===== src/rtl/addr_map_pkg.sv =====
// Shared types for the memory map decoder: boot mode encoding,
// latched control bits and region select bit positions.
package addr_map_pkg;

    // Boot mode as {pin B, pin A}
    typedef enum logic [1:0] {
        MODE_BOOT   = 2'b00,
        MODE_TEST   = 2'b01,
        MODE_SINGLE = 2'b10,
        MODE_EXP    = 2'b11
    } boot_mode_e;

    typedef struct packed {
        logic boot_rom_en;
        logic special;
        logic mode_a;
    } mode_ctl_t;

    localparam int N_REGION = 6;
    localparam int IDX_REG  = 0;
    localparam int IDX_RAM  = 1;
    localparam int IDX_BOOT = 2;
    localparam int IDX_EE   = 3;
    localparam int IDX_VEC  = 4;
    localparam int IDX_EXT  = 5;

    // Control bits implied by each boot mode
    function automatic mode_ctl_t decode_mode(boot_mode_e m);
        mode_ctl_t c;
        case (m)
            MODE_BOOT:   c = '{boot_rom_en: 1'b1, special: 1'b1, mode_a: 1'b0};
            MODE_TEST:   c = '{boot_rom_en: 1'b0, special: 1'b1, mode_a: 1'b1};
            MODE_SINGLE: c = '{boot_rom_en: 1'b0, special: 1'b0, mode_a: 1'b0};
            default:     c = '{boot_rom_en: 1'b0, special: 1'b0, mode_a: 1'b1};
        endcase
        return c;
    endfunction

endpackage


===== src/rtl/addr_map_mode_latch.sv =====
// Captures the boot mode pins while reset is held and keeps them
// for the rest of the run. Assumes pins are stable during reset.
module addr_map_mode_latch
    import addr_map_pkg::*;
(
    input  logic       clk,
    input  logic       rst_n,
    input  logic [1:0] mode_pins,
    output mode_ctl_t  ctl,
    output logic       has_ext
);
    boot_mode_e mode_q;

    // Sample pins on every edge inside reset, hold afterwards
    always_ff @(posedge clk) begin
        if (!rst_n) begin
            mode_q <= boot_mode_e'(mode_pins);
        end
    end

    // Derive the control bits from the held mode
    always_comb begin
        ctl     = decode_mode(mode_q);
        has_ext = ctl.mode_a;
    end
endmodule


===== src/rtl/addr_map_window_reg.sv =====
// Mapping register with a time-limited, write-once gate in normal
// modes and an unrestricted gate in special modes. The window counts
// bus_tick pulses, not clocks; the counter saturates at WIN_CYCLES.
module addr_map_window_reg #(
    parameter int          DATA_W     = 8,
    parameter int          WIN_CYCLES = 64,
    parameter logic [DATA_W-1:0] RESET_VAL = '0
) (
    input  logic              clk,
    input  logic              rst_n,
    input  logic              bus_tick,
    input  logic              special,
    input  logic              wr,
    input  logic [DATA_W-1:0] wdata,
    output logic [DATA_W-1:0] map_q
);
    localparam int CNT_W = $clog2(WIN_CYCLES + 1);
    localparam logic [CNT_W-1:0] WIN_L = CNT_W'(WIN_CYCLES);

    logic [CNT_W-1:0] tick_cnt;
    logic             used_q;
    logic             wr_open;

    // Count bus cycles since reset, stop at the window length
    always_ff @(posedge clk) begin
        if (!rst_n) begin
            tick_cnt <= '0;
        end else if (bus_tick && (tick_cnt != WIN_L)) begin
            tick_cnt <= tick_cnt + 1'b1;
        end
    end

    // Decide whether a write lands this cycle
    always_comb begin
        wr_open = special || ((tick_cnt < WIN_L) && !used_q);
    end

    // Hold the map value and the once-only flag
    always_ff @(posedge clk) begin
        if (!rst_n) begin
            map_q  <= RESET_VAL;
            used_q <= 1'b0;
        end else if (wr && wr_open) begin
            map_q  <= wdata;
            used_q <= 1'b1;
        end
    end
endmodule


===== src/rtl/addr_map_region_decode.sv =====
// Combinational address decoder. Computes a raw hit per region, then
// keeps only the highest-priority hit (lowest index). Assumes
// RAM_BYTES, REG_BYTES and EE_BYTES fit inside one page.
module addr_map_region_decode
    import addr_map_pkg::*;
#(
    parameter int ADDR_W        = 16,
    parameter int PAGE_W        = 4,
    parameter int RAM_BYTES     = 1024,
    parameter int REG_BYTES     = 96,
    parameter int EE_BYTES      = 512,
    parameter int BOOT_BASE     = 'hBF00,
    parameter int BOOT_BYTES    = 256,
    parameter int VEC_BASE      = 'hFFC0,
    parameter int FIXED_EE_PAGE = 15
) (
    input  logic [ADDR_W-1:0]   addr,
    input  logic [PAGE_W-1:0]   ram_page,
    input  logic [PAGE_W-1:0]   reg_page,
    input  logic [PAGE_W-1:0]   ee_page,
    input  logic                ee_en,
    input  mode_ctl_t           ctl,
    input  logic                has_ext,
    output logic [N_REGION-1:0] sel
);
    localparam int OFF_W = ADDR_W - PAGE_W;
    localparam logic [OFF_W-1:0]  REG_LIM = OFF_W'(REG_BYTES);
    localparam logic [OFF_W-1:0]  RAM_LIM = OFF_W'(RAM_BYTES);
    localparam logic [OFF_W-1:0]  EE_LO   = OFF_W'((1 << OFF_W) - EE_BYTES);
    localparam logic [ADDR_W-1:0] BOOT_LO = ADDR_W'(BOOT_BASE);
    localparam logic [ADDR_W-1:0] BOOT_HI = ADDR_W'(BOOT_BASE + BOOT_BYTES - 1);
    localparam logic [ADDR_W-1:0] VEC_LO  = ADDR_W'(VEC_BASE);
    localparam logic [PAGE_W-1:0] EE_FIX  = PAGE_W'(FIXED_EE_PAGE);

    logic [PAGE_W-1:0]   page;
    logic [OFF_W-1:0]    off;
    logic [PAGE_W-1:0]   ee_sel_page;
    logic [N_REGION-1:0] hit;
    logic [N_REGION:0]   claimed;

    // Split the address and raise one raw hit per region
    always_comb begin
        page        = addr[ADDR_W-1 -: PAGE_W];
        off         = addr[OFF_W-1:0];
        ee_sel_page = has_ext ? ee_page : EE_FIX;
        hit           = '0;
        hit[IDX_REG]  = (page == reg_page) && (off < REG_LIM);
        hit[IDX_RAM]  = (page == ram_page) && (off < RAM_LIM);
        hit[IDX_BOOT] = ctl.boot_rom_en && (addr >= BOOT_LO) && (addr <= BOOT_HI);
        hit[IDX_EE]   = ee_en && (page == ee_sel_page) && (off >= EE_LO);
        hit[IDX_VEC]  = !has_ext && (addr >= VEC_LO);
        hit[IDX_EXT]  = has_ext;
    end

    assign claimed[0] = 1'b0;

    // Priority chain: a region wins only if no lower index hit
    for (genvar i = 0; i < N_REGION; i++) begin : g_prio
        assign claimed[i+1] = claimed[i] | hit[i];
        assign sel[i]       = hit[i] & ~claimed[i];
    end
endmodule


===== src/rtl/addr_map_decoder.sv =====
// Top of the remappable memory map decoder. Ties the mode latch, the
// windowed mapping register and the region decoder together.
// Mapping register layout: [2*PAGE_W-1:PAGE_W] RAM page, [PAGE_W-1:0]
// register page.
module addr_map_decoder
    import addr_map_pkg::*;
#(
    parameter int ADDR_W       = 16,
    parameter int PAGE_W       = 4,
    parameter int RAM_BYTES    = 1024,
    parameter int REG_BYTES    = 96,
    parameter int EE_BYTES     = 512,
    parameter int BOOT_BASE    = 'hBF00,
    parameter int BOOT_BYTES   = 256,
    parameter int VEC_BASE     = 'hFFC0,
    parameter int WIN_CYCLES   = 64,
    parameter int RAM_RST_PAGE = 0,
    parameter int REG_RST_PAGE = 1
) (
    input  logic                clk,
    input  logic                rst_n,
    input  logic [1:0]          mode_pins,
    input  logic                bus_tick,
    input  logic [ADDR_W-1:0]   addr,
    input  logic                map_wr,
    input  logic [2*PAGE_W-1:0] map_wdata,
    input  logic [PAGE_W-1:0]   ee_page,
    input  logic                ee_en,
    output logic [N_REGION-1:0] region_sel,
    output logic                boot_rom_en,
    output logic                special_mode,
    output logic                mode_a,
    output logic                ext_bus
);
    localparam int MAP_W = 2 * PAGE_W;
    localparam logic [MAP_W-1:0] MAP_RST = {PAGE_W'(RAM_RST_PAGE), PAGE_W'(REG_RST_PAGE)};

    mode_ctl_t        ctl;
    logic             has_ext;
    logic [MAP_W-1:0] map_q;

    addr_map_mode_latch u_mode (
        .clk       (clk),
        .rst_n     (rst_n),
        .mode_pins (mode_pins),
        .ctl       (ctl),
        .has_ext   (has_ext)
    );

    addr_map_window_reg #(
        .DATA_W     (MAP_W),
        .WIN_CYCLES (WIN_CYCLES),
        .RESET_VAL  (MAP_RST)
    ) u_map (
        .clk      (clk),
        .rst_n    (rst_n),
        .bus_tick (bus_tick),
        .special  (ctl.special),
        .wr       (map_wr),
        .wdata    (map_wdata),
        .map_q    (map_q)
    );

    addr_map_region_decode #(
        .ADDR_W     (ADDR_W),
        .PAGE_W     (PAGE_W),
        .RAM_BYTES  (RAM_BYTES),
        .REG_BYTES  (REG_BYTES),
        .EE_BYTES   (EE_BYTES),
        .BOOT_BASE  (BOOT_BASE),
        .BOOT_BYTES (BOOT_BYTES),
        .VEC_BASE   (VEC_BASE)
    ) u_dec (
        .addr     (addr),
        .ram_page (map_q[MAP_W-1:PAGE_W]),
        .reg_page (map_q[PAGE_W-1:0]),
        .ee_page  (ee_page),
        .ee_en    (ee_en),
        .ctl      (ctl),
        .has_ext  (has_ext),
        .sel      (region_sel)
    );

    // Expose the latched control bits
    always_comb begin
        boot_rom_en  = ctl.boot_rom_en;
        special_mode = ctl.special;
        mode_a       = ctl.mode_a;
        ext_bus      = has_ext;
    end
endmodule


===== config.mk =====
export PLATFORM = sky130hd
export DESIGN_NAME = addr_map_decoder
export DESIGN_NICKNAME = d
export VERILOG_FILES = /design/src/rtl/addr_map_pkg.sv /design/src/rtl/addr_map_mode_latch.sv /design/src/rtl/addr_map_window_reg.sv /design/src/rtl/addr_map_region_decode.sv /design/src/rtl/addr_map_decoder.sv
export SDC_FILE = /design/constraint.sdc
export NUM_CORES = 1
export LEC_CHECK = 0
export ABC_CLOCK_PERIOD_IN_PS = 1390
export BUFFER_PORTS_ARGS = -buffer_cell sky130_fd_sc_hd__buf_2
export CAP_MARGIN = 10
export CORE_MARGIN = 8
export CORE_UTILIZATION = 41
export DETAILED_ROUTE_END_ITERATION = 16
export HOLD_SLACK_MARGIN = 0.08
export PLACE_DENSITY = 0.72
export RECOVER_POWER = 50
export SYNTH_ARGS = -nofsm -noshare
export SYNTH_HDL_FRONTEND = slang
export SYNTH_SLANG_ARGS = --single-unit

===== constraint.sdc =====
create_clock -name clk -period 1.39 [get_ports clk]
set_input_delay 0 -clock clk [delete_from_list [all_inputs] [get_ports clk]]
set_output_delay 0 -clock clk [all_outputs]
set_load 0.01 [all_outputs]

==> results.sh, run 1 <==
export IMPL_slew_limit_headroom=0.727
export IMPL_finalHoldViolCount=0
export IMPL_cp_num_buf_inv=1
export IMPL_drc=0
export IMPL_synth_area_sq_um=1010
export IMPL_io_buffer_count=39
export IMPL_skew_ns=0.00299
export IMPL_drt_iter0_markers=19
export IMPL_cts_tree="built"
export IMPL_cp_arrival_ns=1.74
export IMPL_final_nets=213
export IMPL_drt_pass1_iterations=4
export IMPL_failed_checks="negative setup slack"
export IMPL_cp_slowest_cell="edfxtp_1"
export IMPL_max_stage_delay_ns=0.47
export IMPL_track_usage=0.135
export IMPL_grt_pass1_vias=1049
export IMPL_synth_distinct_cells=33
export IMPL_critPathMaxFanout=6
export IMPL_cp_top_family="compound AO/OA/AOI/OAI gates"
export IMPL_layout_drive_gt1_share=0.377
export IMPL_grt_pass1_wl_microns=4640
export IMPL_area_delta_synth_final_pct=48.8
export IMPL_layout_common_cells="buf_2, nand3_1, dlygate4sd3_1, dfxtp_1, nand2_1"
export IMPL_diodes=0
export IMPL_critPathLaunchType="flop"
export IMPL_hold_path_class="input pin to flop"
export IMPL_hpwl_microns=2070
export IMPL_cap_violations=0
export IMPL_final_common_cell="buf_2"
export IMPL_seq_area_frac_synth=0.378
export IMPL_start_util=0.417
export IMPL_synth_seq_cells=18
export IMPL_wl_met2_microns=1500
export IMPL_ys_warn_count=0
export IMPL_wl_met3_microns=270
export IMPL_path_cells="a21bo_2 -> nand3_2 -> a2111oi_4 -> nor3_1 -> buf_2"
export IMPL_htree_levels=1
export IMPL_netlist_instances=117
export IMPL_cts_buffers=3
export IMPL_gp_congestion=0.836
export IMPL_ios=45
export IMPL_m1WireLength_microns=1160
export IMPL_rsz0062_at_grt="true"
export IMPL_wirelength_microns=2970
export IMPL_vias=1068
export IMPL_hold_slack_ns=0.0986
export IMPL_clk_latency_ns=0.29
export IMPL_ir_drop_mv=0.562
export IMPL_path_class="flop to primary output"
export IMPL_avgSynthCellArea_sq_um=8.60
export IMPL_grt_ovfl_total=0
export IMPL_fp_dieH_microns=65.5
export IMPL_worst_pin_slew_ns=0.410
export IMPL_clock_sinks=18
export IMPL_timing_fmax_mhz=575
export IMPL_top_layer="met4"
export IMPL_chipWidth_microns=65.5
export IMPL_fin_ws_ns=-0.351
export IMPL_status="complete, but fails checks"
export IMPL_slew_viol_final=0
export IMPL_ctsRootBufferMaster="clkbuf_4"
export IMPL_via_per_inst=5.21
export IMPL_period_minus_slack_ns=1.74
export IMPL_grt_max_degree=14
export IMPL_wl_per_cell_microns=14.5
export IMPL_regArea_sq_um=385
export IMPL_critPathCaptureType="primary output"
export IMPL_die_area_sq_um=4290
export IMPL_cts_path_max_buffers=2
export IMPL_setup_viol=8
export IMPL_row_count=18
export IMPL_p_per_area_nw_per_um2=786
export IMPL_tns_ns=-1.50
export IMPL_ant_nets=0
export IMPL_p_leak_nw=0.614
export IMPL_cp_required_ns=1.39
export IMPL_period_share=1.25
export IMPL_antenna_found_initial=0
export IMPL_clkSlewWorstSetupHoldPaths_ns=0.10
export IMPL_fill_cells=217
export IMPL_synth_nets=154
export IMPL_multi_input_area_sq_um=642
export IMPL_core_sq_um=2410
final timing paths:
check	from	slack, ns	depth (start not counted)	endpoint
setup reg to reg	u_map.tick_cnt[4]	-0.05	4	u_map.tick_cnt[2]
hold / removal	bus_tick	0.1	4	u_map.tick_cnt[0]
setup / recovery	u_mode.mode_q[0]	-0.35	5	region_sel[5]
hold reg to reg	u_map.map_q[1]	0.47	2	u_map.map_q[1]
cells in the mapped netlist:
cell type	n	area [sq um]
mux2i_1	1	10.0
buf_4	1	7.51
nor2b_1	2	12.5
or4_4	1	11.3
or3_2	1	7.51
a2bb2oi_1	1	8.76
a21bo_2	1	10.0
nor3b_1	1	7.51
o211ai_1	1	7.51
ha_1	2	25.0
or3_1	2	12.5
a21oi_1	9	45.0
inv_1	4	15.0
nand3_1	13	65.1
clkbuf_1	2	7.51
or4_1	1	7.51
o21ai_0	1	5.00
xnor2_1	12	105
nor3_1	5	25.0
xor2_1	4	35.0
buf_1	2	7.51
edfxtp_1	2	60.1
nor2_1	8	30.0
o21ai_2	1	8.76
nand2_1	11	41.3
dfxtp_1	16	320
a2111oi_4	1	27.5
nand4b_1	1	8.76
o21ai_1	1	5.00
a2111oi_2	1	15.0
nand4_1	6	37.5
o41ai_1	1	8.76
buf_2	1	5.00
sequential cells by signal, indices dropped and copies added, names as in the netlist:
name,cells
u_map.map_q,8
u_map.tick_cnt,7
u_mode.mode_q,2
u_map.used_q,1
power breakdown:
part           switching [W]  internal (W)
clock               0.000159      0.000160
sequential         0.0000259      0.000555
combinational       0.000135      0.000142
total               0.000319      0.000856
cell type report:
class,instances,area share
multi-input cells,89,0.429
flip-flops and latches,18,0.258
repair buffers,60,0.254
well taps,30,0.0251
clock buffers,4,0.0242
inverters,4,0.0100
what timing repair did:
action,CTS,global route
hold buffers,12,0
gates resized for setup,5,6
endpoints found under the setup margin,8,9
endpoints found under the hold margin,11,0
pin swaps,6,3
buffers inserted,0,1
per-layer routing:
| metal | up-vias | GRT usage |
|---|---|---|
| li1 | 533 | - |
| met1 | 500 | 0.142 |
| met2 | 31 | 0.234 |
| met3 | 4 | 0.0527 |
| met4 | 0 | 0.0545 |
| met5 | - | 0 |
worst min-delay path: stages:
cell and delay, ns:
buf_2 0.14, o21ai_4 0.08, xnor2_1 0.07, nor2_1 0.07
stage by stage:
| step | area (sq um) | instances | utilization | total power [W] | setup WS (ns) |
|---|---|---|---|---|---|
| after floorplan | 1030 | 117 | - | 0.000722 | 0.00193 |
| after global placement | 1290 | 188 | 0.537 | 0.000812 | -0.00869 |
| after detailed placement | 1290 | 188 | 0.537 | 0.000822 | -0.0467 |
| after CTS | 1460 | 204 | 0.606 | 0.00117 | -0.381 |
| after global routing | 1500 | 205 | 0.621 | 0.00124 | -0.467 |
| final | 1500 | 205 | 0.621 | 0.00118 | -0.351 |
kinds of logic (layout without fill, tap and decap cells):
family                   after synthesis  after routing  synth area share
AO/OA/AOI/OAI                         18             18             0.141
XOR/XNOR                              16             16             0.139
adder cells (fa/ha/maj)                2              2            0.0249
buffers and inverters                 10             68            0.0423
flip-flops                            18             18             0.378
multiplexers                           1              1           0.00995
AND/OR/NAND/NOR                       52             52             0.265
(Power assumes the default switching activity.)
==> run 2: changes to the inputs <==
BUFFER_PORTS_ARGS = -buffer_cell sky130_fd_sc_hd__buf_4   (was -buffer_cell sky130_fd_sc_hd__buf_2)
==> run 2 against run 1 <==
Against the previous run:
- the run still ends with negative setup slack left
- clock power shrank 11%
- power decreased by 0.11%
- clock skew increased by 0.0030 ns
- final cell count grew 0.49%
- critical path depth is 1 higher
- sequential cell count did not move
- core utilization rose by 4.5 points
- count of clock-buffer cells in the layout did not move
- first-iteration DRC count is 110% higher
- fmax decreased by 0.91%
- worst setup slack got worse by 0.016 ns
- combinational power up 13%
- largest power group unchanged
==> results.sh, run 2 (synthesis results as in run 1) <==
export IMPL_layout_common_cells="buf_4, dlygate4sd3_1, nand3_1"
export IMPL_crit_top_cell="buf_4"
export IMPL_largest_reg_flops=8
export IMPL_p_per_area_nw_per_um2=732
export IMPL_clk_latency_ns=0.31
export IMPL_slew_viol_final=0
export IMPL_wl_met2_microns=1480
export IMPL_cts_path_max_buffers=2
export IMPL_critPathMaxFanout=6
export IMPL_top_layer="met4"
export IMPL_gp_congestion=0.845
export IMPL_max_stage_delay_ns=0.42
export IMPL_clkSlewWorstSetupHoldPaths_ns=0.10
export IMPL_cap_violations=0
export IMPL_core_sq_um=2410
export IMPL_antenna_found_initial=0
export IMPL_timing_fmax_mhz=569
export IMPL_dp_cells=188
export IMPL_ir_drop_mv=0.614
export IMPL_clock_sinks=18
export IMPL_area_delta_synth_final_pct=59.5
export IMPL_grt_max_degree=15
export IMPL_ios=45
export IMPL_wl_per_cell_microns=14.6
export IMPL_regArea_sq_um=388
export IMPL_wirelength_microns=3020
export IMPL_diodes=0
export IMPL_fill_cells=202
export IMPL_via_per_inst=5.28
export IMPL_path_class="flop to primary output"
export IMPL_m1WireLength_microns=1230
export IMPL_path_cells="buf_4 -> nand4b_1 -> a2bb2oi_2 -> a2111oi_4 -> nor3_1 -> buf_4"
export IMPL_grt_ovfl_total=0
export IMPL_start_util=0.417
export IMPL_chipWidth_microns=65.5
export IMPL_layout_drive_gt1_share=0.392
export IMPL_cp_arrival_ns=1.76
export IMPL_fin_ws_ns=-0.367
export IMPL_pre_cts_ws_ns=-0.0413
export IMPL_drt_iter0_markers=40
export IMPL_critPathLaunchType="flop"
export IMPL_drt_pass1_iterations=4
export IMPL_setup_viol=8
export IMPL_p_int_w=0.000842
export IMPL_status="complete, but fails checks"
export IMPL_r2r_setup_slack_ns=-0.07
export IMPL_clkPwrFrac=0.241
export IMPL_hpwl_microns=2140
export IMPL_finalHoldViolCount=0
export IMPL_cts_tree="built"
export IMPL_cp_num_buf_inv=2
export IMPL_final_nets=214
export IMPL_p_leak_nw=0.645
export IMPL_grt_pass1_vias=1073
export IMPL_sequentialPowerShare=0.494
export IMPL_row_count=18
export IMPL_wl_met3_microns=232
export IMPL_cts_buffers=3
export IMPL_vias=1087
export IMPL_cp_slowest_cell="edfxtp_1"
export IMPL_slew_limit_headroom=0.695
export IMPL_power_frac_comb=0.265
export IMPL_period_minus_slack_ns=1.76
export IMPL_die_area_sq_um=4290
export IMPL_io_buffer_count=39
export IMPL_cp_top_family="compound AO/OA/AOI/OAI gates"
export IMPL_cp_required_ns=1.39
export IMPL_regMostFlops="u_map.map_q"
export IMPL_failed_checks="negative setup slack"
export IMPL_ctsRootBufferMaster="clkbuf_4"
export IMPL_multi_input_area_sq_um=654
export IMPL_rsz0062_at_grt="true"
export IMPL_drc=0
export IMPL_skew_ns=0.00600
export IMPL_hold_path_class="input pin to primary output"
export IMPL_p_switching_w=0.000332
export IMPL_period_share=1.26
export IMPL_largest_registers="u_map.map_q x8, u_map.tick_cnt x7, u_mode.mode_q x2"
export IMPL_critPathCaptureType="primary output"
export IMPL_track_usage=0.142
export IMPL_hold_slack_ns=0.287
export IMPL_switching_share=0.283
export IMPL_stdcell_count=206
export IMPL_fp_dieH_microns=65.5
export IMPL_grt_pass1_wl_microns=4870
export IMPL_final_common_cell="buf_4"
export IMPL_htree_levels=1
export IMPL_ant_nets=0
export IMPL_worst_pin_slew_ns=0.456
[run 2: changes by cell type in the layout (fill, tap and decap cells not counted), sizes merged]
cell,previous run,this run
buf,45,43
clkbuf,7,9
dlygate4sd3,12,13
[run 2: area by class of cell]
class / instances / share of cell area
multi-input combinational: 89 / 0.408
timing repair buffer: 61 / 0.301
sequential: 18 / 0.242
tap: 30 / 0.0234
clock buffer: 4 / 0.0164
inverter: 4 / 0.00936
[run 2: repair_timing]
item                                    4_1_cts  5_1_grt
endpoints found under the hold margin        13        0
gates cloned                                  0        0
hold buffers                                 13        0
endpoints found under the setup margin        9        9
resized for setup                            10        4
setup buffers                                 0        1
pin swaps                                     8        1
[run 2: worst reg2reg max path: stages (launching register included)]
cell and delay [ns]:
dfxtp_2 0.34, or4_4 0.56, o211ai_1 0.21, xor2_1 0.19, nor2_1 0.06
[run 2: power groups by stage]
| stage | sequential, W | clock [W] | combinational (W) |
|---|---|---|---|
| CTS | 0.000579 | 0.000288 | 0.000300 |
| global placement | 0.000588 | 0 | 0.000256 |
| detailed placement | 0.000589 | 0 | 0.000264 |
| global route | 0.000584 | 0.000311 | 0.000340 |
| floorplan | 0.000584 | 0 | 0.000139 |
| finish | 0.000581 | 0.000283 | 0.000311 |
[run 2: path summary, 6_finish.rpt]
path	from	to	cells after the start
max reg2reg	u_map.tick_cnt[5]	u_map.tick_cnt[2]	4
min	addr[9]	region_sel[0]	3
min reg2reg	u_map.map_q[5]	u_map.map_q[5]	2
max	u_mode.mode_q[0]	region_sel[4]	6
[run 2: per-layer routing]
| metal | GRT usage | up-vias |
|---|---|---|
| li1 | - | 529 |
| met1 | 0.155 | 508 |
| met2 | 0.242 | 43 |
| met3 | 0.0374 | 7 |
| met4 | 0.0817 | 0 |
| met5 | 0 | - |
[run 2: metrics by stage]
| stage | setup TNS [ns] | power (W) | utilization | instance area (sq um) |
|---|---|---|---|---|
| floorplan | 0 | 0.000722 | - | 1030 |
| global placement | -0.0575 | 0.000844 | 0.578 | 1390 |
| detailed placement | -0.127 | 0.000853 | 0.578 | 1390 |
| CTS | -1.53 | 0.00117 | 0.654 | 1580 |
| global route | -2.44 | 0.00124 | 0.666 | 1600 |
| finish | -1.72 | 0.00117 | 0.666 | 1600 |
==> run 3: changes to the inputs <==
CTS_BUF_LIST = sky130_fd_sc_hd__clkbuf_8 sky130_fd_sc_hd__clkbuf_16   (was not set)
==> run 3 against run 2 <==
Against the previous run:
- the run still ends with negative setup slack left
- die area stayed put
- sequential power hardly changed
- global-route usage is 0.67 points lower
- design area is 1.2% higher
- routed wire length is 3.1% lower
- sequential cell count stayed put
- fmax is 4.1% higher
- combinational power hardly changed
- worst setup slack better by 0.069 ns
- largest power group unchanged
- highest routed layer unchanged
==> results.sh, run 3 (synthesis results as in run 1) <==
export IMPL_multi_input_area_sq_um=662
export IMPL_grt_pass1_vias=1085
export IMPL_p_leak_nw=0.663
export IMPL_ctsRootBufferMaster="clkbuf_8"
export IMPL_grt_ovfl_total=0
export IMPL_gp_congestion=0.845
export IMPL_regMostFlops="u_map.map_q"
export IMPL_start_util=0.417
export IMPL_critPathMaxFanout=6
export IMPL_fill_cells=192
export IMPL_cp_required_ns=1.39
export IMPL_dp_cells=188
export IMPL_globalRouteMet1Util=0.152
export IMPL_dpl_cell_area_sq_um=1390
export IMPL_htree_levels=1
export IMPL_p_total_w=0.00126
export IMPL_regArea_sq_um=388
export IMPL_fin_area_sq_um=1620
export IMPL_failed_checks="negative setup slack"
export IMPL_worst_pin_slew_ns=0.451
export IMPL_ant_nets=0
export IMPL_row_count=18
export IMPL_track_usage=0.135
export IMPL_slew_viol_final=0
export IMPL_drc=0
export IMPL_clk_latency_ns=0.25
export IMPL_fp_dieH_microns=65.5
export IMPL_largest_reg_flops=8
export IMPL_ios=45
export IMPL_clkSlewWorstSetupHoldPaths_ns=0.07
export IMPL_drt_iter0_markers=38
export IMPL_skew_ns=0.00795
export IMPL_grt_busiest_layer="met2"
export IMPL_diodes=0
export IMPL_final_nets=213
export IMPL_fin_ws_ns=-0.297
export IMPL_hold_path_class="input pin to flop"
export IMPL_cts_tree="built"
export IMPL_setup_viol=8
export IMPL_wirelength_microns=2920
export IMPL_status="complete, but fails checks"
export IMPL_cts_path_max_buffers=2
export IMPL_path_class="flop to primary output"
export IMPL_die_area_sq_um=4290
export IMPL_largest_registers="u_map.map_q x8, u_map.tick_cnt x7, u_mode.mode_q x2"
export IMPL_ir_drop_mv=0.561
export IMPL_period_share=1.21
export IMPL_stdcell_count=205
export IMPL_finalHoldViolCount=0
export IMPL_slew_limit_headroom=0.699
export IMPL_cap_violations=0
export IMPL_rsz0062_at_grt="true"
export IMPL_area_delta_synth_final_pct=61.4
export IMPL_hpwl_microns=2140
export IMPL_drt_pass1_iterations=4
export IMPL_final_common_cell="buf_4"
export IMPL_cp_arrival_ns=1.69
export IMPL_cts_buffers=3
export IMPL_p_per_area_nw_per_um2=773
export IMPL_grt_pass1_wl_microns=4820
export IMPL_grt_util_met2=0.245
export IMPL_timing_fmax_mhz=593
export IMPL_vias=1073
export IMPL_gr_usage_met3=0.0374
export IMPL_critPathLaunchType="flop"
export IMPL_antenna_found_initial=0
export IMPL_clock_sinks=18
export IMPL_grt_max_degree=15
export IMPL_layout_drive_gt1_share=0.406
export IMPL_critPathCaptureType="primary output"
export IMPL_chipWidth_microns=65.5
export IMPL_via_per_inst=5.23
export IMPL_layout_common_cells="buf_4, nand3_1, dlygate4sd3_1"
export IMPL_io_buffer_count=39
export IMPL_period_minus_slack_ns=1.69
export IMPL_core_sq_um=2410
export IMPL_wl_per_cell_microns=14.2
run 3: changes by cell type in the layout (fill, tap and decap cells not counted):
cell | previous run | this run
buf_4 | 43 | 44
clkbuf_1 | 3 | 1
clkbuf_4 | 6 | 3
clkbuf_8 | 0 | 3
dlygate4sd3_1 | 13 | 12
inv_1 | 4 | 5
xnor2_1 | 9 | 8
xnor2_2 | 3 | 4
run 3: worst max-delay path, cell delays in order (launching register included):
cell and delay (ns):
edfxtp_1 0.41, buf_4 0.15, nand4b_1 0.11, a2bb2oi_2 0.16, a2111oi_4 0.36, nor3_1 0.10, buf_4 0.16
run 3: final timing paths:
path,from,cells past startpoint,to,slack [ns]
worst max-delay path,u_mode.mode_q[0],6,region_sel[4],-0.30
worst max register to register,u_map.tick_cnt[5],4,u_map.tick_cnt[2],-0.05
worst min-delay path,bus_tick,4,u_map.tick_cnt[0],0.13
worst min register to register,u_map.map_q[2],2,u_map.map_q[2],0.46
run 3: power by group:
part / leakage (nW) / internal, W / switching, W
clock network: 0.0269 / 0.000196 / 0.000166
logic: 0.484 / 0.000176 / 0.000137
registers: 0.152 / 0.000556 / 0.0000250
total: 0.663 / 0.000927 / 0.000328
run 3: through the flow:
stage / TNS, ns / hold WS [ns] / setup slack (ns) / utilization
3_5_place_dp: -0.127 / 0.183 / -0.0413 / 0.578
2_1_floorplan: 0 / 0.0255 / 0.00193 / -
5_1_grt: -1.97 / 0.158 / -0.415 / 0.674
6_report: -1.27 / 0.126 / -0.297 / 0.674
4_1_cts: -1.09 / 0.125 / -0.295 / 0.657
3_3_place_gp: -0.0575 / 0.182 / -0.0274 / 0.578
run 3: metal layers:
metal | share of wire | wire [microns]
met1 | 0.41 | 1190
met2 | 0.50 | 1470
met3 | 0.089 | 259
met4 | 0.0027 | 8
met5 | 0 | 0
run 3: timing repair:
| action | CTS | global route |
|---|---|---|
| buffers inserted | 0 | 1 |
| hold endpoints to repair | 11 | 0 |
| hold buffers | 12 | 0 |
| cloned | 0 | 0 |
| gates resized for setup | 9 | 6 |
| pin swaps | 8 | 1 |
| setup endpoints to repair | 8 | 9 |
run 3: final cells by class:
cell class | instances | share of cell area
clock buffer | 3 | 0.0254
inverter | 4 | 0.00924
tap | 30 | 0.0231
clock inverter | 1 | 0.00231
multi-input combinational | 89 | 0.408
sequential | 18 | 0.239
timing repair buffer | 60 | 0.294
